File: src/rtl/sig_fmt_pkg.sv
package sig_fmt_pkg;

  localparam int DEF_NUM_SLOTS = 32;
  localparam int DEF_SLOT_BITS = 8;
  localparam int DEF_SIG_BITS  = 4;
  localparam int DEF_NUM_CH    = 30;
  localparam int DEF_GAP_SLOT  = 16;

  // zero-based channel index carried by a timeslot (0 for the empty slots)
  function automatic int slot_chan(input int slot, input int gap);
    if (slot <= 0 || slot == gap) return 0;
    if (slot < gap) return slot - 1;
    return slot - 2;
  endfunction

  function automatic bit slot_used(input int slot, input int gap, input int num_ch);
    if (slot <= 0 || slot == gap) return 1'b0;
    return slot_chan(slot, gap) < num_ch;
  endfunction

endpackage

File: src/rtl/sig_slot_counter.sv
module sig_slot_counter #(
  parameter int NUM_SLOTS = 32,
  parameter int SLOT_BITS = 8,
  localparam int SW = $clog2(NUM_SLOTS),
  localparam int BW = $clog2(SLOT_BITS)
) (
  input  logic          clk,
  input  logic          rst,
  input  logic          bit_tick,
  input  logic          frame_pulse,
  output logic          synced_nxt,
  output logic [SW-1:0] slot_nxt,
  output logic          load_nxt
);

  localparam logic [BW-1:0] BIT_TOP  = BW'(SLOT_BITS - 1);
  localparam logic [SW-1:0] SLOT_TOP = SW'(NUM_SLOTS - 1);

  logic          synced_q;
  logic [SW-1:0] slot_q;
  logic [BW-1:0] bit_q;
  logic [BW-1:0] bit_nxt;

  always_comb begin
    synced_nxt = synced_q;
    slot_nxt   = slot_q;
    bit_nxt    = bit_q;
    load_nxt   = 1'b0;
    if (bit_tick) begin
      if (frame_pulse) begin
        synced_nxt = 1'b1;
        slot_nxt   = '0;
        bit_nxt    = BIT_TOP;
        load_nxt   = 1'b1;
      end else if (synced_q) begin
        if (bit_q == '0) begin
          bit_nxt  = BIT_TOP;
          slot_nxt = (slot_q == SLOT_TOP) ? '0 : slot_q + 1'b1;
          load_nxt = 1'b1;
        end else begin
          bit_nxt = bit_q - 1'b1;
        end
      end
    end
  end

  always_ff @(posedge clk) begin
    if (rst) begin
      synced_q <= 1'b0;
      slot_q   <= '0;
      bit_q    <= '0;
    end else begin
      synced_q <= synced_nxt;
      slot_q   <= slot_nxt;
      bit_q    <= bit_nxt;
    end
  end

endmodule

File: src/rtl/sig_chan_map.sv
module sig_chan_map #(
  parameter int NUM_SLOTS = 32,
  parameter int GAP_SLOT  = 16,
  parameter int NUM_CH    = 30,
  localparam int SW = $clog2(NUM_SLOTS),
  localparam int CW = $clog2(NUM_CH)
) (
  input  logic [SW-1:0] slot,
  output logic          used,
  output logic [CW-1:0] chan
);

  logic [NUM_SLOTS-1:0] used_tbl;
  logic [CW-1:0]        chan_tbl [NUM_SLOTS];

  for (genvar g = 0; g < NUM_SLOTS; g++) begin : g_slot
    assign used_tbl[g] = sig_fmt_pkg::slot_used(g, GAP_SLOT, NUM_CH);
    assign chan_tbl[g] = CW'(sig_fmt_pkg::slot_chan(g, GAP_SLOT));
  end

  assign used = used_tbl[slot];
  assign chan = chan_tbl[slot];

endmodule

File: src/rtl/sig_shift_out.sv
module sig_shift_out #(
  parameter int SLOT_BITS = 8,
  parameter int SIG_BITS  = 4
) (
  input  logic                clk,
  input  logic                rst,
  input  logic                bit_tick,
  input  logic                load,
  input  logic                used,
  input  logic [SIG_BITS-1:0] sig_in,
  input  logic                stream_en,
  output logic                tx_bit,
  output logic                tx_drive
);

  localparam int UP = SLOT_BITS - SIG_BITS;

  logic [SLOT_BITS-1:0] sh_q, word_nxt;
  logic                 vld_q, vld_nxt, drv_q;

  always_comb begin
    vld_nxt  = vld_q;
    word_nxt = sh_q;
    if (bit_tick) begin
      if (load) begin
        vld_nxt  = used;
        word_nxt = used ? {{UP{1'b1}}, sig_in} : '0;
      end else begin
        word_nxt = {sh_q[SLOT_BITS-2:0], 1'b0};
      end
    end
  end

  always_ff @(posedge clk) begin
    if (rst) begin
      sh_q  <= '0;
      vld_q <= 1'b0;
      drv_q <= 1'b0;
    end else begin
      sh_q  <= word_nxt;
      vld_q <= vld_nxt;
      drv_q <= vld_nxt & stream_en;
    end
  end

  assign tx_bit   = sh_q[SLOT_BITS-1];
  assign tx_drive = drv_q;

endmodule

File: src/rtl/sig_stream_fmt.sv
module sig_stream_fmt #(
  parameter int NUM_SLOTS = sig_fmt_pkg::DEF_NUM_SLOTS,
  parameter int SLOT_BITS = sig_fmt_pkg::DEF_SLOT_BITS,
  parameter int SIG_BITS  = sig_fmt_pkg::DEF_SIG_BITS,
  parameter int NUM_CH    = sig_fmt_pkg::DEF_NUM_CH,
  parameter int GAP_SLOT  = sig_fmt_pkg::DEF_GAP_SLOT
) (
  input  logic                       clk,
  input  logic                       rst,
  input  logic                       bit_tick,
  input  logic                       frame_pulse,
  input  logic                       stream_en,
  input  logic [NUM_CH*SIG_BITS-1:0] sig_states,
  output logic                       tx_bit,
  output logic                       tx_drive
);

  localparam int SW = $clog2(NUM_SLOTS);
  localparam int CW = $clog2(NUM_CH);

  logic          synced_nxt;
  logic [SW-1:0] slot_nxt;
  logic          load_nxt;
  logic          used;
  logic [CW-1:0] chan;
  logic [SIG_BITS-1:0] sig_sel;

  sig_slot_counter #(
    .NUM_SLOTS(NUM_SLOTS),
    .SLOT_BITS(SLOT_BITS)
  ) cnt_i (
    .clk        (clk),
    .rst        (rst),
    .bit_tick   (bit_tick),
    .frame_pulse(frame_pulse),
    .synced_nxt (synced_nxt),
    .slot_nxt   (slot_nxt),
    .load_nxt   (load_nxt)
  );

  sig_chan_map #(
    .NUM_SLOTS(NUM_SLOTS),
    .GAP_SLOT (GAP_SLOT),
    .NUM_CH   (NUM_CH)
  ) map_i (
    .slot(slot_nxt),
    .used(used),
    .chan(chan)
  );

  always_comb begin
    sig_sel = sig_states[int'(chan)*SIG_BITS +: SIG_BITS];
  end

  sig_shift_out #(
    .SLOT_BITS(SLOT_BITS),
    .SIG_BITS (SIG_BITS)
  ) shf_i (
    .clk      (clk),
    .rst      (rst),
    .bit_tick (bit_tick),
    .load     (load_nxt & synced_nxt),
    .used     (used),
    .sig_in   (sig_sel),
    .stream_en(stream_en),
    .tx_bit   (tx_bit),
    .tx_drive (tx_drive)
  );

endmodule

File: config.mk
export PLATFORM = sky130hd
export DESIGN_NAME = sig_stream_fmt
export DESIGN_NICKNAME = d
export VERILOG_FILES = /design/src/rtl/sig_fmt_pkg.sv /design/src/rtl/sig_slot_counter.sv /design/src/rtl/sig_chan_map.sv /design/src/rtl/sig_shift_out.sv /design/src/rtl/sig_stream_fmt.sv
export SDC_FILE = /design/constraint.sdc
export NUM_CORES = 1
export LEC_CHECK = 0
export BUFFER_PORTS_ARGS = -buffer_cell sky130_fd_sc_hd__buf_4
export CAP_MARGIN = 15
export CORE_MARGIN = 8
export CORE_UTILIZATION = 42
export CTS_CLUSTER_DIAMETER = 80
export DETAILED_ROUTE_END_ITERATION = 12
export PLACE_DENSITY = 0.86
export REMOVE_ABC_BUFFERS = 1
export SYNTH_ARGS = -nofsm -noshare
export SYNTH_HDL_FRONTEND = slang
export SYNTH_HIERARCHICAL = 1
export SYNTH_SLANG_ARGS = --single-unit
File: constraint.sdc
create_clock -name clk -period 3.6 [get_ports clk]
set_input_delay 0.54 -clock clk [delete_from_list [all_inputs] [get_ports clk]]
set_output_delay 0.54 -clock clk [all_outputs]
set_load 0.005 [all_outputs]
== Word-level counts from Yosys, hierarchy flattened ==
Memories as Yosys holds them, arrays and structs flattened.
Cells that the tools add are included.
Widths: inputs -> output; s select.

* Memories: 2
* Input port bits: 125
* Flip-flop bits (word level): 19
* Logic and storage cells: 41
* Bits in read-only memories: 192
* Output and inout bits: 2

* Muxes and demuxes: 21
* Eq/ne operators: 1
* Shift operators: 1
* Reductions and logical operators: 3
* Magnitude comparators: 2
* Bitwise operators: 3
* $add $sub $neg: 2

{| class="wikitable"
|+ Memory list
! name !! words !! bits a word !! read ports !! clocked after memory_dff !! wr ports !! RTL line !! text
|-
| (name not given) || 32 || 5 || 1 || 0 || 0 || sig_chan_map.sv:22 || <nowiki>assign chan = chan_tbl[slot];</nowiki>
|-
| (name not given) || 32 || 1 || 1 || 0 || 0 || sig_chan_map.sv:21 || <nowiki>assign used = used_tbl[slot];</nowiki>
|}

{| class="wikitable"
|+ Operators with widths
! kind !! number
|-
| $shiftx 120x8->4 || 1
|-
| $mux 5 || 7
|-
| $mux 8 || 2
|-
| $mux 1 || 9
|-
| $mux 3 || 3
|-
| $ge 6x6->1 const B || 1
|-
| $lt 5x6->1 const B || 1
|-
| $not 5->6 || 1
|-
| $add 5x1->5 const B || 1
|-
| $eq 5x5->1 const B || 1
|-
| $logic_not 3->1 || 1
|-
| $sub 3x1->3 const B || 1
|-
| $and 1x1->1 || 2
|-
| $reduce_and 2->1 || 1
|-
| $reduce_bool 2->1 || 1
|}

== Depth between registers and ports, before layout ==
Gate-level depths: netlist (run 1).

* Word-level depth: 13
* Mapped depth: 19
* Depth with buffers taken out: 17

== Cells and area by module ==
Netlist (run 1), hierarchy kept.

{| class="wikitable"
|+ By module, submodules not included
! module !! seq. area each (um^2) !! cells an instance !! area an instance (um^2) !! instances
|-
| sig_stream_fmt || 0.0 || 136 || 1149.9 || 1
|-
| sig_slot_counter || 180.2 || 64 || 558.0 || 1
|-
| sig_shift_out || 200.2 || 47 || 473.0 || 1
|-
| sig_chan_map || 0.0 || 28 || 222.7 || 1
|}

== Least setup slack after synthesis (run 1) ==
Ideal clock, no wire load.

* Kind: reg2reg
* From: register cnt_i.slot_q[0]
* To: register shf_i.sh_q[2]
* Library setup time: 130 ps
* Buffers on the path: 1
* Stages on the path, launching flop included: 17
* Clock period less this slack: 3712 ps
* Arrival time: 3582 ps
* Data required time: 3470 ps
* Path slack: -112 ps
* Path through: dfxtp_1 > ha_1 > and3_1 > ha_1 > or4_4 > nand2_1 > inv_1 > ha_1 > inv_1 > mux4_2 > buf_6 > mux4_2 > nor2b_1 > a211oi_2 > o221ai_2 > nand3_1 > a311oi_2

* Word-level cells in the longest chain between the ends: 13
* Elaborated cells between the ends (all ways): 16
* Those cells by class: add/sub (1); eq/ne (1); shift (1); mux (10); bitwise (1); memory (2)

{| class="wikitable"
|+ Ends and longest elaborated chain
! item !! RTL line !! text
|-
| start, declared || sig_slot_counter.sv:20 || <nowiki>logic [SW-1:0] slot_q;</nowiki>
|-
| start signal, assigned || sig_slot_counter.sv:54 || <nowiki>slot_q <= slot_nxt;</nowiki>
|-
| $add 5x1->5 / $eq 5x5->1 (equally long branches) || sig_slot_counter.sv:38 || <nowiki>slot_nxt = (slot_q == SLOT_TOP) ? '0 : slot_q + 1'b1;</nowiki>
|-
| $mux 5 || sig_slot_counter.sv:38 ||
|-
| $mux 5 || sig_slot_counter.sv:36 || <nowiki>if (bit_q == '0) begin</nowiki>
|-
| $mux 5 || sig_slot_counter.sv:35 || <nowiki>end else if (synced_q) begin</nowiki>
|-
| $mux 5 || sig_slot_counter.sv:30 || <nowiki>if (frame_pulse) begin</nowiki>
|-
| $mux 5 (*) || sig_slot_counter.sv:29 || <nowiki>if (bit_tick) begin</nowiki>
|-
| net slot_nxt[0] || sig_stream_fmt.sv:22 || <nowiki>logic [SW-1:0] slot_nxt;</nowiki>
|-
| $not 5->6 (not written as such) (*) || sig_chan_map.sv:22 ||
|-
| $mem_v2 32x5 (*) || n/a ||
|-
| $mux 5 (not written as such) (*) (2 in series) || sig_chan_map.sv:22 ||
|-
| net chan[1] || sig_stream_fmt.sv:25 || <nowiki>logic [CW-1:0] chan;</nowiki>
|-
| $shiftx 120x8->4 (*) || sig_stream_fmt.sv:52 || <nowiki>sig_sel = sig_states[int'(chan)*SIG_BITS +: SIG_BITS];</nowiki>
|-
| net sig_sel[2] || sig_stream_fmt.sv:26 || <nowiki>logic [SIG_BITS-1:0] sig_sel;</nowiki>
|-
| $mux 8 (*) || sig_shift_out.sv:27 || <nowiki>word_nxt = used ? {{UP{1'b1}}, sig_in} : '0;</nowiki>
|-
| $mux 8 (*) || sig_shift_out.sv:25 || <nowiki>if (load) begin</nowiki>
|-
| end signal, assigned || sig_shift_out.sv:40 || <nowiki>sh_q <= word_nxt;</nowiki>
|-
| end, declared || sig_shift_out.sv:18 || <nowiki>logic [SLOT_BITS-1:0] sh_q, word_nxt;</nowiki>
|}

Mark *: on every way through the listed nets, which the timed path passes. The rest lies on a longest branch. The select of a mux whose other input is x is not followed.
A chain may end at the register's enable or synchronous reset.

== Final worst setup path (run 1) ==
* From: register cnt_i.slot_q[0]
* To: register shf_i.sh_q[1]

* Word-level cells in the longest chain between the ends: 13
* Elaborated cells between the ends (all ways): 16
* Those cells by class: add/sub (1); eq/ne (1); shift (1); mux (10); bitwise (1); memory (2)

{| class="wikitable"
|+ Ends and longest elaborated chain
! item !! RTL line
|-
| $add 5x1->5 / $eq 5x5->1 (equally long branches) || sig_slot_counter.sv:38
|-
| $mux 5 (*) || sig_slot_counter.sv:38
|-
| $mux 5 (*) || sig_slot_counter.sv:36
|-
| $mux 5 (*) || sig_slot_counter.sv:35
|-
| $mux 5 (*) || sig_slot_counter.sv:30
|-
| $mux 5 (*) || sig_slot_counter.sv:29
|-
| net slot_nxt[3] || sig_stream_fmt.sv:22
|-
| $not 5->6 (not written as such) (*) || sig_chan_map.sv:22
|-
| $mem_v2 32x5 (*) || n/a
|-
| $mux 5 (not written as such) (*) (2 in series) || sig_chan_map.sv:22
|-
| net chan[1] || sig_stream_fmt.sv:25
|-
| $shiftx 120x8->4 (*) || sig_stream_fmt.sv:52
|-
| net sig_sel[1] || sig_stream_fmt.sv:26
|-
| $mux 8 (*) || sig_shift_out.sv:27
|-
| $mux 8 (*) || sig_shift_out.sv:25
|}

Marks and branches as above.

==> metrics.txt, run 1 <==
Reg clk slew, reported paths=0.08 ns; CTS tree=yes; initial antenna violation count=0; P_sw=169 uW; Antenna Nets Post-Route=0; status=finished, violations left; CP Buf/Inv Count=4; Rel. slew slack=0.687; placed cell area=3640 um^2; Area Overhead vs Synth=71.0%; Worst Clk Skew=0.00188 ns; Pleak=0.00171 uW; synth cell count leaders=46 x mux2i_1, 21 x nand2_1, 19 x dfxtp_1; dpl cells=492; peak supply drop=0.000174 V; post-synthesis cell area=2400 um^2; port bufs=126; Final WS setup=-0.357 ns; root buffer cell=clkbuf_8; row cnt=27; P_int=436 uW; number of synthesized flops with an enable pin=0; Max Cap Viol=0; Worst EP arrival=4.09 ns; Clk Latency, worst-skew pair=0.26 ns; Num CTS Buffers=3; initial core utilization=0.436; Die Footprint=8400 um^2; register share of total power=0.377; 1st-pass router iterations=4; logic gate share of total power=0.366; ys async rst share=0; grt ovf=0; Top FF cell, synth=dfxtp_1; fin crit share=1.10; final slew viol count=0; DRT iter0 DRCs=96; largest net degree at the start of global routing=24; Yosys reg bits=19; switching share of power=0.279; crit-path cells=ha_4, and3_4, ha_4, buf_4, nor2_1, a32oi_1, mux2i_1, buf_4, nor2_2, mux4_2, buf_4, buf_16, mux2i_1, o22ai_1, o41ai_2, o311ai_1, nand3_1, a311oi_2; Hold-fix buffers, CTS=0; layout cells sized above 1=0.550; Die Span Y=91.7 um; Tot GR Track Use=0.211; die width=91.7 um; Synthesis Warnings=6; maximum root-to-sink buffer count=2; DRC violations left=0; CTS sink count=19; io pins=127; core area=5510 um^2; htree depth=1; Layout Utilization=0.746; number of global-route vias before repair=3176; nets=576; CP top delay family=compound AO/OA/AOI/OAI gates; Largest stage delay, worst path=0.58 ns; final wirelength=9960 um; top-count cell post-synth=mux2i_1; Syn Area/Cell=8.74 um^2; RSZ-0062 raised after global routing=yes; worst-path fanout max=10; top post-synthesis cells by area=mux2i_1 19%, dfxtp_1 16%, ha_1 5.2%; post-synthesis cell type count=60; routed via count=2989; routability congestion estimate=0.845; non-filler cells, final=512; critical path class=reg -> reg; worst-margin pin slew=0.469 ns; post-synth top area share=0.192; CP Data Required Time=3.74 ns; sequential-to-total area share from yosys stat=0.158; ANT cells=0; Fmax achieved=0.253 GHz; failing checks=setup timing; Startpoint Class=register; CP Capture Type=register; final setup fails=4; Final Critical Period=3.96 ns; clock share of power=0.257; first-pass GRT wire length=14800 um; cell area after layout=4110 um^2; HPWL after DPL=7170 um; Final Hold Vio Count=0; worst hold path type=reg -> reg; P per Cell Area=147 nW/um^2; post-synth top area cell=mux2i_1; Avg WL per Cell=19.5 um; drt via density=5.84; crit-path most repeated cell=buf_4; Cells after Synth=275; Critical Path Slowest Stage Cell=mux4_2
## tightest hold or removal path, cell delays in order, from the launching register on
cell and delay, ns:
dfxtp_1 0.32, nand2b_1 0.07, a21oi_1 0.05
## metrics by stage
step / hold slack [ns] / setup slack [ns] / power, uW / TNS (ns)
floorplan: 0.432 / -1.50 / 300 / -5.24
global placement: 0.454 / -0.244 / 429 / -0.685
detailed placement: 0.465 / -0.348 / 434 / -1.12
CTS: 0.478 / -0.145 / 592 / -0.506
global route: 0.498 / -0.434 / 630 / -1.30
finish: 0.479 / -0.357 / 605 / -0.837
## flip-flops by register name (all words and copies together) (netlist names)
signal / cells
cnt_i/bit_q: 3
shf_i/vld_q: 1
cnt_i/slot_q: 5
cnt_i/synced_q: 1
shf_i/tx_drive: 1
shf_i/sh_q: 8
## worst paths after layout
check	cells past startpoint	slack, ns	to	from
max	18	-0.36	shf_i/sh_q[1]$_SDFFE_PP0P_	cnt_i/slot_q[0]$_SDFF_PP0_
min	2	0.48	shf_i/sh_q[0]$_SDFFE_PP0P_	shf_i/sh_q[0]$_SDFFE_PP0P_
max reg2reg	18	-0.36	shf_i/sh_q[1]$_SDFFE_PP0P_	cnt_i/slot_q[0]$_SDFF_PP0_
min reg2reg	2	0.48	shf_i/sh_q[0]$_SDFFE_PP0P_	shf_i/sh_q[0]$_SDFFE_PP0P_
## repair_timing
item	in CTS	in global routing
pin swaps	21	18
setup buffers	11	4
setup endpoints to repair	4	4
gates cloned	1	1
resized for setup	42	18
## cells by family after synthesis
family,count (synthesis),share of synthesized area
compound gates,60,0.199
xor+xnor,1,0.00364
buf+inv,29,0.0697
mux,56,0.281
fa+ha+maj,10,0.0521
flops,19,0.158
simple gates,100,0.236
## power by group through the flow
stage / Combinational (uW) / Sequential [uW] / Clock (uW)
finish: 221 / 228 / 155
global route: 236 / 229 / 166
CTS: 211 / 227 / 154
detailed placement: 203 / 232 / 0
global placement: 198 / 231 / 0
floorplan: 69.8 / 230 / 0
## final cells by class
cell class	count	area [um^2]
Timing Repair Buffer	181	1450
Fill cell	344	1400
Inverter	9	36.3
Tap cell	72	90.1
Sequential cell	19	383
Clock inverter	1	5.00
Multi-Input combinational cell	227	2110
Clock buffer	3	41.3
## cells in the final DEF, fill, tap and decap left out, drive strengths merged, types with 2 or more instances in the layout
master,count
buf,180
mux2i,46
nand2,22
dfxtp,19
nand3,16
nor2,14
nand2b,13
nor2b,12
a21oi,10
o22ai,10
ha,10
inv,9
mux4,8
a311oi,7
nand4,4
clkbuf,4
a211oi,4
a22oi,3
or3b,3
nand3b,3
a21o,3
a2111oi,3
o41ai,3
o311ai,3
o21ai,3
or2,2
and2,2
o211ai,2
mux2,2
a31oi,2
## routing by layer
| metal | vias up | part of all wire | track usage | wire [um] |
|---|---|---|---|---|
| met5 | - | 0 | 0 | 0 |
| met4 | 0 | 0.036 | 0.0805 | 359 |
| met3 | 35 | 0.082 | 0.0489 | 820 |
| met2 | 151 | 0.52 | 0.393 | 5130 |
| met1 | 1421 | 0.37 | 0.224 | 3650 |
| li1 | 1382 | - | - | - |
(Power assumes the default switching activity.)
==> run 2: changes to the inputs <==
==> constraint.sdc (replaced) <==
create_clock -name clk -period 3.6 [get_ports clk]
set_input_delay 0.72 -clock clk [delete_from_list [all_inputs] [get_ports clk]]
set_output_delay 0.72 -clock clk [all_outputs]
set_load 0.005 [all_outputs]
==> metrics.txt, run 2 (synthesis gave the netlist of run 1 again) <==
Final Hold Vio Count=0 (unchanged); Final WS setup=-0.326 ns (was -0.357 ns); status=finished, violations left (unchanged); first-pass GRT wire length=15300 um (was 14800 um); drt via density=5.98 (was 5.84); Worst R2R Path Depth=20 (was 18); htree depth=1 (unchanged); Clk Latency, worst-skew pair=0.26 ns (about the same); non-filler cells, final=525 (was 512); number of global-route vias before repair=3235 (was 3176); layout cells sized above 1=0.585 (was 0.550); Worst EP arrival=4.10 ns (was 4.09 ns); Fin Hold WS=0.493 ns (was 0.479 ns); grt ovf=0 (unchanged); HPWL after DPL=7190 um (was 7170 um); hold path depth=2 (unchanged); routed via count=3139 (was 2989); Hold-fix buffers, CTS=0 (unchanged); worst hold path type=reg -> reg (unchanged); nets=589 (was 576); most frequent cells in the layout=182 x buf_4, 38 x mux2i_1, 20 x nand2_1 (was 172 x buf_4, 40 x mux2i_1, 20 x nand2_1); final wirelength=11100 um (was 9960 um); reg-to-reg startpoint=cnt_i/slot_q[0]$_SDFF_PP0_ (unchanged); initial core utilization=0.436 (unchanged); CTS tree=yes (unchanged); HP Start=cnt_i/bit_q[1]$_SDFFE_PP0P_ (was shf_i/sh_q[0]$_SDFFE_PP0P_); setup slack, reg-to-reg=-0.33 ns (was -0.36 ns); root buffer cell=clkbuf_8 (unchanged); Antenna Nets Post-Route=0 (unchanged); failing checks=setup timing (unchanged); DRT iter0 DRCs=240 (was 96); largest net degree at the start of global routing=23 (was 24); RSZ-0062 raised after global routing=yes (unchanged); Tot Pwr=615 uW (was 605 uW); CTS sink count=19 (unchanged); critical path class=reg -> reg (unchanged); maximum root-to-sink buffer count=2 (unchanged); Num CTS Buffers=3 (unchanged); Largest register FFs=8 (unchanged); commonest non-fill, non-tap cell in the layout=buf_4 (unchanged); Reg clk slew, reported paths=0.08 ns (about the same); routability congestion estimate=0.870 (was 0.845); Max Cap Viol=0 (unchanged); Fmax achieved=0.255 GHz (was 0.253 GHz); multi-input combinational cell area=2170 um^2 (was 2110 um^2); row cnt=27 (unchanged); Tot GR Track Use=0.220 (was 0.211); Rel. slew slack=0.655 (was 0.687); dpl cells=504 (was 492); Startpoint Class=register (unchanged); Area Overhead vs Synth=78.0% (was 71.0%); DRC violations left=0 (unchanged); initial antenna violation count=0 (unchanged); Pleak=0.00180 uW (was 0.00171 uW); WHS Endpoint=cnt_i/bit_q[1]$_SDFFE_PP0P_ (was shf_i/sh_q[0]$_SDFFE_PP0P_); 1st-pass router iterations=5 (was 4); CP Capture Type=register (unchanged); core area=5510 um^2 (unchanged); port bufs=126 (unchanged); final slew viol count=0 (unchanged); P per Cell Area=144 nW/um^2 (was 147 nW/um^2); io pins=127 (unchanged); Register Area=383 um^2 (unchanged); peak supply drop=0.000128 V (was 0.000174 V); Regs by FF count=shf_i/sh_q x8, cnt_i/slot_q x5, cnt_i/bit_q x3 (unchanged); ANT cells=0 (unchanged); Die Footprint=8400 um^2 (unchanged); Avg WL per Cell=21.1 um (was 19.5 um); CP Data Required Time=3.77 ns (was 3.74 ns); worst-margin pin slew=0.516 ns (was 0.469 ns); Largest Register=shf_i/sh_q (unchanged); cell area after layout=4280 um^2 (was 4110 um^2); final setup fails=4 (unchanged); placed cell area=3730 um^2 (was 3640 um^2); die width=91.7 um (unchanged); fin crit share=1.09 (was 1.10); worst-path fanout max=6 (was 10); Crit Reg-Reg Endpoint=shf_i/sh_q[3]$_SDFFE_PP0P_ (was shf_i/sh_q[1]$_SDFFE_PP0P_); Die Span Y=91.7 um (unchanged); Worst Clk Skew=0.00246 ns (was 0.00188 ns); setup TNS=-1.01 ns (was -0.837 ns); Fill cells=317 (was 344); Final Critical Period=3.93 ns (was 3.96 ns)
[run 2: changes by cell type in the layout (fill, tap and decap cells not counted), sizes merged]
cell | before | now
buf | 180 | 191
clkbuf | 4 | 5
o21ai | 3 | 4
[run 2: worst max-delay path by stage]
stage / start / to / slack, ns / cells past startpoint
3_5_place_dp: cnt_i/slot_q[0]$_SDFF_PP0_ / shf_i/sh_q[1]$_SDFFE_PP0P_ / -0.33 / 16
2_1_floorplan: cnt_i/slot_q[0]$_SDFF_PP0_ / shf_i/sh_q[2]$_SDFFE_PP0P_ / -1.50 / 13
3_3_place_gp: cnt_i/slot_q[0]$_SDFF_PP0_ / shf_i/sh_q[1]$_SDFFE_PP0P_ / -0.22 / 16
4_1_cts: cnt_i/slot_q[1]$_SDFF_PP0_ / shf_i/sh_q[3]$_SDFFE_PP0P_ / -0.12 / 17
5_1_grt: cnt_i/slot_q[0]$_SDFF_PP0_ / shf_i/sh_q[3]$_SDFFE_PP0P_ / -0.39 / 16
6_report: cnt_i/slot_q[0]$_SDFF_PP0_ / shf_i/sh_q[3]$_SDFFE_PP0P_ / -0.33 / 20
[run 2: layer usage]
| layer | track usage | wire length [um] |
|---|---|---|
| met2 | 0.402 | 5680 |
| met4 | 0.0859 | 514 |
| met1 | 0.234 | 4010 |
| met3 | 0.0579 | 849 |
| met5 | 0 | 0 |
[run 2: metrics by stage]
| step | util | setup WS (ns) |
|---|---|---|
| 6_report | 0.777 | -0.326 |
| 5_1_grt | 0.777 | -0.385 |
| 4_1_cts | 0.742 | -0.124 |
| 3_5_place_dp | 0.677 | -0.334 |
| 3_3_place_gp | 0.677 | -0.224 |
| 2_1_floorplan | - | -1.50 |
[run 2: power breakdown]
| group | switching [uW] | leakage (uW) | internal [uW] |
|---|---|---|---|
| sequential | 8.52 | 0.000157 | 220 |
| clock | 76.0 | 0.0000255 | 77.1 |
| combinational | 89.7 | 0.00161 | 144 |
[run 2: worst max-delay path, stage by stage, from the launching register on]
cell      delay (ns)
dfxtp_2         0.34
ha_4            0.15
and3_4          0.18
ha_4            0.15
buf_4           0.13
a21o_1          0.15
a21o_1          0.20
a21oi_2         0.18
buf_4           0.17
inv_1           0.06
ha_1            0.29
nand2_1         0.07
o211ai_1        0.10
buf_4           0.16
o21ai_4         0.10
or3b_1          0.49
o22ai_2         0.20
o41ai_2         0.13
o311ai_2        0.11
nand3_1         0.17
a311oi_2        0.29
[run 2: layout make-up]
| cell class | count | area share |
|---|---|---|
| clock buffers | 3 | 0.00965 |
| clock inverters | 1 | 0.00117 |
| inverters | 9 | 0.00848 |
| multi-input cells | 228 | 0.506 |
| flip-flops and latches | 19 | 0.0895 |
| well taps | 72 | 0.0211 |
| repair buffers | 193 | 0.364 |
[run 2: repair_timing]
action / CTS / global route
endpoints found under the setup margin: 4 / 4
gates cloned: 3 / 2
resized for setup: 40 / 34
pin swaps: 20 / 21
buffers inserted: 9 / 5
